==> src/rtl/usb_ep_pkg.sv <==
package usb_ep_pkg;
  typedef enum logic [1:0] {
    RESP_NAK   = 2'b00,
    RESP_ACK   = 2'b01,
    RESP_STALL = 2'b10
  } resp_e;

  localparam int unsigned OFS_ARM   = 0;
  localparam int unsigned OFS_STALL = 1;
  localparam int unsigned OFS_TOG   = 2;
  localparam int unsigned OFS_PEND  = 3;
  localparam int unsigned OFS_IEN   = 4;
  localparam int unsigned OFS_BUF   = 8;
endpackage

==> src/rtl/ep_bitvec_reg.sv <==
module ep_bitvec_reg #(
  parameter int unsigned N  = 6,
  parameter int unsigned IW = 3
) (
  input  logic          clk_i,
  input  logic          rst_ni,
  input  logic          wr_i,
  input  logic [N-1:0]  wdata_i,
  input  logic          flip_i,
  input  logic [IW-1:0] flip_idx_i,
  output logic [N-1:0]  q_o
);
  logic flip_ok;
  logic [N-1:0] flip_vec;

  assign flip_ok = flip_i && (flip_idx_i < IW'(N));

  always_comb begin
    flip_vec = '0;
    if (flip_ok) flip_vec[flip_idx_i] = 1'b1;
  end

  // software write beats hardware inversion
  always_ff @(posedge clk_i or negedge rst_ni) begin
    if (!rst_ni)   q_o <= '0;
    else if (wr_i) q_o <= wdata_i;
    else           q_o <= q_o ^ flip_vec;
  end

  a_r8_flip_on_done: assert property (@(posedge clk_i) disable iff (!rst_ni)
    flip_ok && !wr_i |=> q_o[$past(flip_idx_i)] != $past(q_o[flip_idx_i]));

  // a write lands as written, even with a flip in the same cycle
  a_r4_write_wins: assert property (@(posedge clk_i) disable iff (!rst_ni)
    wr_i |=> q_o == $past(wdata_i));
endmodule

==> src/rtl/ep_event_bank.sv <==
module ep_event_bank #(
  parameter int unsigned N  = 6,
  parameter int unsigned IW = 3
) (
  input  logic          clk_i,
  input  logic          rst_ni,
  input  logic          set_i,
  input  logic [IW-1:0] set_idx_i,
  input  logic          clr_we_i,
  input  logic [N-1:0]  clr_mask_i,
  input  logic          en_we_i,
  input  logic [N-1:0]  en_wdata_i,
  output logic [N-1:0]  pend_o,
  output logic [N-1:0]  en_o,
  output logic          irq_o
);
  logic set_ok;
  logic [N-1:0] set_vec, clr_vec;

  assign set_ok  = set_i && (set_idx_i < IW'(N));
  assign clr_vec = clr_we_i ? clr_mask_i : '0;

  always_comb begin
    set_vec = '0;
    if (set_ok) set_vec[set_idx_i] = 1'b1;
  end

  // set after clear: a completing address cannot be cleared this cycle
  always_ff @(posedge clk_i or negedge rst_ni) begin
    if (!rst_ni) begin
      pend_o <= '0;
      en_o   <= '0;
    end else begin
      pend_o <= (pend_o & ~clr_vec) | set_vec;
      if (en_we_i) en_o <= en_wdata_i;
    end
  end

  assign irq_o = |(pend_o & en_o);

  a_r5_set_pending: assert property (@(posedge clk_i) disable iff (!rst_ni)
    set_ok |=> pend_o[$past(set_idx_i)]);

  a_r7_clear_refused: assert property (@(posedge clk_i) disable iff (!rst_ni)
    set_ok && clr_we_i && clr_mask_i[set_idx_i] |=> pend_o[$past(set_idx_i)]);

  a_r6_zero_keeps: assert property (@(posedge clk_i) disable iff (!rst_ni)
    clr_we_i && !set_i |=> (pend_o & ~$past(clr_mask_i)) == ($past(pend_o) & ~$past(clr_mask_i)));
endmodule

==> src/rtl/ep_resp_decode.sv <==
module ep_resp_decode
  import usb_ep_pkg::*;
#(
  parameter int unsigned N  = 6,
  parameter int unsigned IW = 3
) (
  input  logic [N-1:0]  stall_i,
  input  logic [N-1:0]  arm_i,
  input  logic [N-1:0]  pend_i,
  input  logic [N-1:0]  tog_i,
  input  logic [IW-1:0] idx_i,
  output resp_e         resp_o,
  output logic          tog_o
);
  logic valid;
  assign valid = idx_i < IW'(N);

  always_comb begin
    resp_o = RESP_NAK;
    tog_o  = 1'b0;
    if (valid) begin
      tog_o = tog_i[idx_i];
      if (stall_i[idx_i])                     resp_o = RESP_STALL;
      else if (arm_i[idx_i] && !pend_i[idx_i]) resp_o = RESP_ACK;
    end
  end
endmodule

==> src/rtl/ep_ptr_len_store.sv <==
module ep_ptr_len_store #(
  parameter int unsigned ENTRIES = 12,
  parameter int unsigned AW      = 10,
  parameter int unsigned SW      = 4
) (
  input  logic          clk_i,
  input  logic          rst_ni,
  input  logic          we_i,
  input  logic [SW-1:0] sel_i,
  input  logic [AW-1:0] wdata_i,
  output logic [AW-1:0] rdata_o
);
  logic [AW-1:0] word_q [ENTRIES];

  for (genvar g = 0; g < ENTRIES; g++) begin : g_word
    always_ff @(posedge clk_i or negedge rst_ni) begin
      if (!rst_ni)                           word_q[g] <= '0;
      else if (we_i && sel_i == SW'(g))      word_q[g] <= wdata_i;
    end
  end

  assign rdata_o = (sel_i < SW'(ENTRIES)) ? word_q[sel_i] : '0;
endmodule

==> src/rtl/usb_ep_ctrl_regs.sv <==
module usb_ep_ctrl_regs
  import usb_ep_pkg::*;
#(
  parameter int unsigned NUM_EP = 3,
  parameter int unsigned DW     = 32,
  parameter int unsigned BUF_AW = 10
) (
  input  logic                clk_i,
  input  logic                rst_ni,
  input  logic                reg_we_i,
  input  logic [4:0]          reg_addr_i,
  input  logic [DW-1:0]       reg_wdata_i,
  output logic [DW-1:0]       reg_rdata_o,
  input  logic [2:0]          ep_addr_i,
  input  logic                done_i,
  output logic [1:0]          resp_o,
  output logic                dtog_o,
  output logic                irq_o
);
  localparam int unsigned N       = 2 * NUM_EP;
  localparam int unsigned IW      = 3;
  localparam int unsigned RAW     = 5;
  localparam int unsigned ENTRIES = 2 * N;
  localparam int unsigned SW      = $clog2(ENTRIES);

  logic [N-1:0] arm_q, stall_q, tog_q, pend_q, en_q;
  logic wr_arm, wr_stall, wr_tog, wr_pend, wr_ien, wr_buf, buf_hit;
  logic [RAW-1:0] buf_off;
  logic [BUF_AW-1:0] buf_rd;
  resp_e resp;

  assign buf_hit  = (reg_addr_i >= RAW'(OFS_BUF)) && (reg_addr_i < RAW'(OFS_BUF + ENTRIES));
  assign buf_off  = reg_addr_i - RAW'(OFS_BUF);
  assign wr_arm   = reg_we_i && reg_addr_i == RAW'(OFS_ARM);
  assign wr_stall = reg_we_i && reg_addr_i == RAW'(OFS_STALL);
  assign wr_tog   = reg_we_i && reg_addr_i == RAW'(OFS_TOG);
  assign wr_pend  = reg_we_i && reg_addr_i == RAW'(OFS_PEND);
  assign wr_ien   = reg_we_i && reg_addr_i == RAW'(OFS_IEN);
  assign wr_buf   = reg_we_i && buf_hit;

  ep_bitvec_reg #(.N(N), .IW(IW)) u_arm (
    .clk_i, .rst_ni, .wr_i(wr_arm), .wdata_i(reg_wdata_i[N-1:0]),
    .flip_i(1'b0), .flip_idx_i('0), .q_o(arm_q));

  ep_bitvec_reg #(.N(N), .IW(IW)) u_stall (
    .clk_i, .rst_ni, .wr_i(wr_stall), .wdata_i(reg_wdata_i[N-1:0]),
    .flip_i(1'b0), .flip_idx_i('0), .q_o(stall_q));

  ep_bitvec_reg #(.N(N), .IW(IW)) u_tog (
    .clk_i, .rst_ni, .wr_i(wr_tog), .wdata_i(reg_wdata_i[N-1:0]),
    .flip_i(done_i), .flip_idx_i(ep_addr_i), .q_o(tog_q));

  ep_event_bank #(.N(N), .IW(IW)) u_evt (
    .clk_i, .rst_ni, .set_i(done_i), .set_idx_i(ep_addr_i),
    .clr_we_i(wr_pend), .clr_mask_i(reg_wdata_i[N-1:0]),
    .en_we_i(wr_ien), .en_wdata_i(reg_wdata_i[N-1:0]),
    .pend_o(pend_q), .en_o(en_q), .irq_o(irq_o));

  ep_resp_decode #(.N(N), .IW(IW)) u_dec (
    .stall_i(stall_q), .arm_i(arm_q), .pend_i(pend_q), .tog_i(tog_q),
    .idx_i(ep_addr_i), .resp_o(resp), .tog_o(dtog_o));

  ep_ptr_len_store #(.ENTRIES(ENTRIES), .AW(BUF_AW), .SW(SW)) u_buf (
    .clk_i, .rst_ni, .we_i(wr_buf), .sel_i(buf_off[SW-1:0]),
    .wdata_i(reg_wdata_i[BUF_AW-1:0]), .rdata_o(buf_rd));

  assign resp_o = resp;

  always_comb begin
    reg_rdata_o = '0;
    if (buf_hit) reg_rdata_o = DW'(buf_rd);
    else begin
      case (reg_addr_i)
        RAW'(OFS_ARM):   reg_rdata_o = DW'(arm_q);
        RAW'(OFS_STALL): reg_rdata_o = DW'(stall_q);
        RAW'(OFS_TOG):   reg_rdata_o = DW'(tog_q);
        RAW'(OFS_PEND):  reg_rdata_o = DW'(pend_q);
        RAW'(OFS_IEN):   reg_rdata_o = DW'(en_q);
        default:         reg_rdata_o = '0;
      endcase
    end
  end

  a_r3_stall_first: assert property (@(posedge clk_i) disable iff (!rst_ni)
    (ep_addr_i < IW'(N)) && stall_q[ep_addr_i] |-> resp_o == RESP_STALL);

  a_r3_ack_when_armed: assert property (@(posedge clk_i) disable iff (!rst_ni)
    (ep_addr_i < IW'(N)) && !stall_q[ep_addr_i] && arm_q[ep_addr_i] && !pend_q[ep_addr_i]
    |-> resp_o == RESP_ACK);

  a_r1_unmapped_nak: assert property (@(posedge clk_i) disable iff (!rst_ni)
    ep_addr_i >= IW'(N) |-> resp_o == RESP_NAK && !dtog_o);
endmodule

==> config.mk <==
export PLATFORM = sky130hd
export DESIGN_NAME = usb_ep_ctrl_regs
export DESIGN_NICKNAME = d
export VERILOG_FILES = /design/src/rtl/usb_ep_pkg.sv /design/src/rtl/ep_bitvec_reg.sv /design/src/rtl/ep_event_bank.sv /design/src/rtl/ep_resp_decode.sv /design/src/rtl/ep_ptr_len_store.sv /design/src/rtl/usb_ep_ctrl_regs.sv
export SDC_FILE = /design/constraint.sdc
export NUM_CORES = 1
export LEC_CHECK = 0
export BUFFER_PORTS_ARGS = -buffer_cell sky130_fd_sc_hd__buf_2
export CAP_MARGIN = 20
export CORE_ASPECT_RATIO = 0.7
export CORE_UTILIZATION = 59
export CTS_CLUSTER_SIZE = 30
export DETAILED_ROUTE_END_ITERATION = 8
export PLACE_DENSITY = 0.91
export SKIP_LAST_GASP = 1
export SLEW_MARGIN = 20
export SYNTH_ARGS = -nofsm -noshare
export SYNTH_HDL_FRONTEND = slang
export SYNTH_SLANG_ARGS = --single-unit
export TNS_END_PERCENT = 1
==> constraint.sdc <==
create_clock -name clk_i -period 1.5 [get_ports clk_i]
set_input_delay 0.075 -clock clk_i [delete_from_list [all_inputs] [get_ports clk_i]]
set_output_delay 0.075 -clock clk_i [all_outputs]
set_load 0.02 [all_outputs]
; ---- Word level (Yosys, flattened, before mapping)
; Cells that the tools add are included.
[word_totals]
output_inout_bits = 36
register_bits = 150
[classes]
reduce_logical = 26
bitwise = 6
n_addsub = 1
eq_ne = 15
order_cmp = 7
mux = 23
[ops]
columns = op, count
row1 = 10-bit binary-select mux with 4-bit select, 1
row2 = 10-bit two-way mux, 4
row3 = 6-bit one-hot mux with 5 select lines, 1
row4 = 1-bit logical AND, 22
row5 = 6-bit two-way mux, 3
row6 = "4-bit by 3-bit == test with 1-bit output, second input constant", 4
row7 = "4-bit == test, second input constant", 4
row8 = 6-bit AND, 2
row9 = 1-bit binary-select mux with 3-bit select, 4
row10 = "5-bit by 2-bit == test with 1-bit output, second input constant", 2
row11 = "4-bit by 2-bit == test with 1-bit output, second input constant", 2
row12 = 1-bit two-way mux, 7
row13 = 6-bit inverter, 1
row14 = 6-bit bitwise OR, 1
row15 = 6-bit OR reduction, 1
row16 = 6-bit bitwise XOR, 1
row17 = "5-bit by 1-bit == test with 1-bit output, second input constant", 1
row18 = "5-bit by 3-bit == test with 1-bit output, second input constant", 1
row19 = "5-bit by 4-bit greater-or-equal comparator with 1-bit output, second input constant", 1
row20 = "5-bit greater-or-equal comparator, second input constant", 1
row21 = 5-bit zero test, 1
row22 = "5-bit < comparator, second input constant", 1
row23 = 4-bit inverter with 5-bit output, 1
row24 = "4-bit by 1-bit == test with 1-bit output, second input constant", 1
row25 = 9 further kinds, 10

; ---- Logic depth before layout (Yosys ltp)
[depth]
depth_word = 7
mapped_depth = 7
ltp_nobuf = 4

; ---- By module
; Synthesis repeated with hierarchy kept, for this count alone.
[unflattened]
cells_unflattened = 595
area_unflattened_um2 = 7872.6
[by_module_without_submodules]
columns = mod, n_inst, seq_area_each_um2, area_each_um2, cells_each
row1 = ep_ptr_len_store, 1, 3002.9, 5444.0, 346
row2 = ep_bitvec_reg, 3, 150.1, 334.1, 29
row3 = usb_ep_ctrl_regs, 1, 0.0, 684.4, 101
row4 = ep_event_bank, 1, 300.3, 540.5, 40
row5 = ep_resp_decode, 1, 0.0, 201.4, 21

; ---- Worst setup path before layout
; OpenSTA, ideal clock, no wires.
[synth_timing]
path_kind = register to output
startpoint = register u_evt.pend_o[4]
endpoint = output resp_o[0]
n_path_buf = 0
slack_ns = -0.552
arrival_time_ns = 1.977
t_required_ns = 1.425
stages_incl_launch_ff = 5
path_cell_list = dfrtp_1 -> a22o_1 -> a211oi_1 -> a21oi_1 -> a2111oi_0
[synth_between]
elab_chain_cells = 7
[synth_rtl]
columns = item, line_no
row1 = "start, declared", ep_event_bank.sv:13  ; output logic [N-1:0] pend_o,
row2 = "start signal, assigned", ep_event_bank.sv:34  ; pend_o <= (pend_o & ~clr_vec) | set_vec;
row3 = 1-bit binary-select mux with 3-bit select, ep_resp_decode.sv:24  ; else if (arm_i[idx_i] && !pend_i[idx_i]) resp_o = RESP_ACK;
row4 = 1-bit two-way mux (not written as such), ep_resp_decode.sv:24
row5 = 1-bit zero test, ep_resp_decode.sv:24
row6 = 1-bit logical AND, ep_resp_decode.sv:24
row7 = 1-bit two-way mux, ep_resp_decode.sv:24
row8 = 2-bit two-way mux, ep_resp_decode.sv:23  ; if (stall_i[idx_i]) resp_o = RESP_STALL;
row9 = 2-bit two-way mux, ep_resp_decode.sv:21  ; if (valid) begin
row10 = "end, declared", usb_ep_ctrl_regs.sv:16  ; output logic [1:0] resp_o,
; No other way between the ends. The select of a mux whose other input is x is not followed.

; ---- Final worst setup path
[layout_timing]
startpoint = register u_buf.word_q[45] (netlist bit)
endpoint = output reg_rdata_o[5]
[layout_between]
elab_chain_cells = 5
[layout_rtl]
columns = item, line_no
row1 = "start, declared", ep_ptr_len_store.sv:13  ; logic [AW-1:0] word_q [ENTRIES];
row2 = "start signal, assigned by index", ep_ptr_len_store.sv:18  ; else if (we_i && sel_i == SW'(g)) word_q[g] <= wdata_i;
row3 = 10-bit binary-select mux with 4-bit select, ep_ptr_len_store.sv:22  ; assign rdata_o = (sel_i < SW'(ENTRIES)) ? word_q[sel_i] : '0;
row4 = 10-bit two-way mux (not written as such) (2 in series), ep_ptr_len_store.sv:22
row5 = 10-bit two-way mux, ep_ptr_len_store.sv:22
row6 = 10-bit two-way mux, usb_ep_ctrl_regs.sv:71  ; if (buf_hit) reg_rdata_o = DW'(buf_rd);
row7 = "end, declared", usb_ep_ctrl_regs.sv:13  ; output logic [DW-1:0] reg_rdata_o,
; No other way between the ends. The select of a mux whose other input is x is not followed.

==> results.py <==
metrics = {
    "status": {
        "status": "finished, violations left",
        "violations": "negative setup slack",
    },
    "timing": {
        "setup_ws_ps": -559,
        "tightestPinTransition_ps": 541,
        "post-route-period-util": 1.37,
        "maxSlewViolCount": 0,
        "setup_viol": 14,
        "finalHoldViolations": 0,
        "relSlewSlack": 0.639,
        "whs_ps": 48.5,
        "skew_ps": 0,
        "max_freq_ghz": 0.486,
        "finalWorstPathRequiredPeriod_ps": 2060,
        "rsz0062_at_grt": "yes",
    },
    "drt": {
        "drc": 0,
        "drtIter0Drc": 444,
        "drt-wirelength-per-cell_um": 22.9,
        "via_per_inst": 6.31,
        "ant_nets": 0,
        "route.vias.total": 5134,
        "drt-total-wl_um": 18600,
        "drt_pre_antenna_iters": 7,
    },
    "synthesis": {
        "yosys_warnings": 0,
        "synth_seq_cells": 150,
        "synthArstFlopShare": 1.00,
        "avgSynthCellArea_sq_um": 13.7,
        "syn_inst": 544,
        "syn_area_sq_um": 7460,
        "synth-main-ff-cell": "dfrtp_1",
        "ys_types": 48,
        "seq_area_frac_synth": 0.503,
        "synth_edf_count": 0,
    },
    "finish": {
        "post-route-util": 0.747,
        "diodes": 0,
        "final_area_sq_um": 8980,
        "instances_no_fill": 813,
        "area_growth_pct": 20.4,
        "layout.nets": 688,
        "drive_above_1_share": 0.505,
        "nFillCells": 728,
    },
    "worst_setup_path": {
        "cp-end-kind": "primary output",
        "cp_data_arrival_time_ps": 1980,
        "critical_path_class": "reg -> out",
        "cp.required_ps": 1420,
        "rr_worst_depth": 3,
        "cp-start-kind": "flip-flop",
        "path_max_fanout": 2,
    },
    "flow_run": {
        "cap_violations": 0,
    },
    "pwr": {
        "power.leakage_uw": 0.00407,
        "vdd_drop_max_v": 0.00106,
        "design_power_total_uw": 12000,
        "power.density_nw_per_um2": 1330,
        "p_comb_frac": 0.194,
        "swShare": 0.265,
        "internal-power_uw": 8800,
        "pwr-share-seq": 0.453,
        "netSwitchingPower_uw": 3170,
        "clockPowerShare": 0.353,
    },
    "cts": {
        "clockBufferDepth": 2,
        "h-tree-depth": 4,
        "clock_latency_ps": 420,
        "clk_pin_slew_ps": 60,
        "root_buffer": "clkbuf_16",
        "cts_buffers": 17,
        "tritoncts": "yes",
        "cts_sinks": 150,
    },
    "global_routing": {
        "grt_pass1_wl_um": 29600,
        "busiest_layer": "met2",
        "met3_usage": 0.0674,
        "grt_max_degree": 54,
        "antenna_found_initial": 0,
        "grt_usage": 0.314,
        "grt_util_met1": 0.433,
        "grt_pass1_vias": 5259,
        "grt_overflow": 0,
        "met2_usage": 0.486,
    },
    "worst_hold_path": {
        "min_path_cells": 2,
        "holdCritPathClass": "in -> reg",
    },
    "place": {
        "portBuffers": 35,
        "place_inst": 780,
        "dpl_cell_area_sq_um": 8360,
        "place_congestion": 0.882,
        "dp_hpwl_um": 12700,
    },
    "floorplanning": {
        "rows": 33,
        "io-pin-count": 80,
        "core_area_sq_um": 12000,
        "die_h_um": 96.1,
        "dieArea_sq_um": 13100,
        "die_x_um": 136,
        "initial_core_util": 0.621,
    },
}
[power by group through the flow]
stage | Combinational (uW) | Sequential (uW) | Clock [uW]
after global routing | 2490 | 5510 | 4440
after floorplan | 1640 | 5260 | 0
final | 2320 | 5420 | 4230
after CTS | 2320 | 5400 | 4290
after detailed placement | 2280 | 5450 | 0
after global placement | 2170 | 5370 | 0
[worst paths after layout]
kind	start	slack, ps	end
max	u_buf.word_q[45]	-560	reg_rdata_o[5]
min	reg_wdata_i[8]	50	u_buf.word_q[28]
max reg2reg	u_evt.pend_o[3]	540	u_evt.pend_o[3]
min reg2reg	u_buf.word_q[14]	500	u_buf.word_q[14]
max in group asynchronous	rst_ni	720	u_stall.q_o[3]
min in group asynchronous	rst_ni	170	u_buf.word_q[109]
[layout make-up]
class | count | area, sq um | share of cell area
Inverter | 1 | 3.75 | 0.000418
Sequential cell | 150 | 3750 | 0.418
Clock inverter | 9 | 100 | 0.0111
Timing Repair Buffer | 112 | 946 | 0.105
Tap cell | 157 | 196 | 0.0219
Clock buffer | 22 | 484 | 0.0539
Multi-Input combinational cell | 362 | 3490 | 0.389
[repair_timing]
| item | in CTS | in global routing |
|---|---|---|
| hold buffers | 1 | 0 |
| endpoints found under the setup margin | 14 | 14 |
| gates resized for setup | 3 | 2 |
| endpoints found under the hold margin | 46 | 0 |
| pin swaps | 2 | 2 |
| buffers inserted | 1 | 0 |
[layer usage]
layer	part of all wire	vias up	wire length [um]
met5	0	-	0
met4	0.021	0	397
met3	0.077	39	1440
met2	0.47	252	8740
met1	0.43	2673	8050
li1	-	2170	-
[cells in the mapped netlist, types with 4 or more instances]
| library cell | instances | share of area |
|---|---|---|
| dfrtp_1 | 150 | 0.50 |
| mux2_2 | 139 | 0.21 |
| mux4_2 | 29 | 0.088 |
| buf_4 | 26 | 0.026 |
| nand2_1 | 26 | 0.013 |
| clkbuf_1 | 16 | 0.0081 |
| mux2i_1 | 16 | 0.021 |
| a22oi_1 | 14 | 0.014 |
| nor2_1 | 14 | 0.0070 |
| o21ai_0 | 10 | 0.0067 |
| buf_2 | 9 | 0.0060 |
| nand2b_1 | 9 | 0.0075 |
| nand3_1 | 9 | 0.0060 |
| nor2_2 | 6 | 0.0050 |
| nor2_4 | 5 | 0.0075 |
| a22o_1 | 4 | 0.0047 |
| and2_1 | 4 | 0.0034 |
| nor2b_1 | 4 | 0.0034 |
[per-stage QoR]
step	setup WS, ps	TNS, ps
global placement	-197	-6960
finish	-559	-5490
global route	-594	-6240
detailed placement	-220	-11440
floorplan	-32.0	-92.9
CTS	-538	-5570
[worst max-delay path, stage by stage (launching register included)]
cell      delay (ps)
dfrtp_1          390
mux4_2           470
and3_1           230
a211oi_2         190
nand3_1          110
buf_2            170
[cell usage in the layout, fill, tap and decap left out, types with 10 or more instances in the layout]
cell,synthesis,final
buf_4,26,63
buf_12,0,14
buf_2,9,32
mux2_2,139,139
o21ai_0,10,10
a22oi_1,14,14
mux2i_1,16,16
nor2_1,14,14
nand2_1,26,26
clkbuf_16,0,17
dfrtp_1,150,150
conb_1,1,22
mux4_2,29,29
[kinds of logic (layout without fill, tap and decap cells)]
kind of cell              after synthesis  after routing  synth area share
AOI/OAI and AO/OA                      51             51            0.0510
DFF                                   150            150             0.503
other                                   1             22          0.000503
buffers and inverters                  53            144            0.0423
and+or+nand+nor                        96             96            0.0726
muxes                                 187            187             0.323
xor gates and xnor gates                6              6           0.00705
[sequential cells by signal, indices dropped and copies added (netlist names)]
name,flops
u_arm.q_o,6
u_tog.q_o,6
u_buf.word_q,120
u_evt.en_o,6
u_stall.q_o,6
u_evt.pend_o,6
Note: power is estimated with default switching activity, not from simulation.
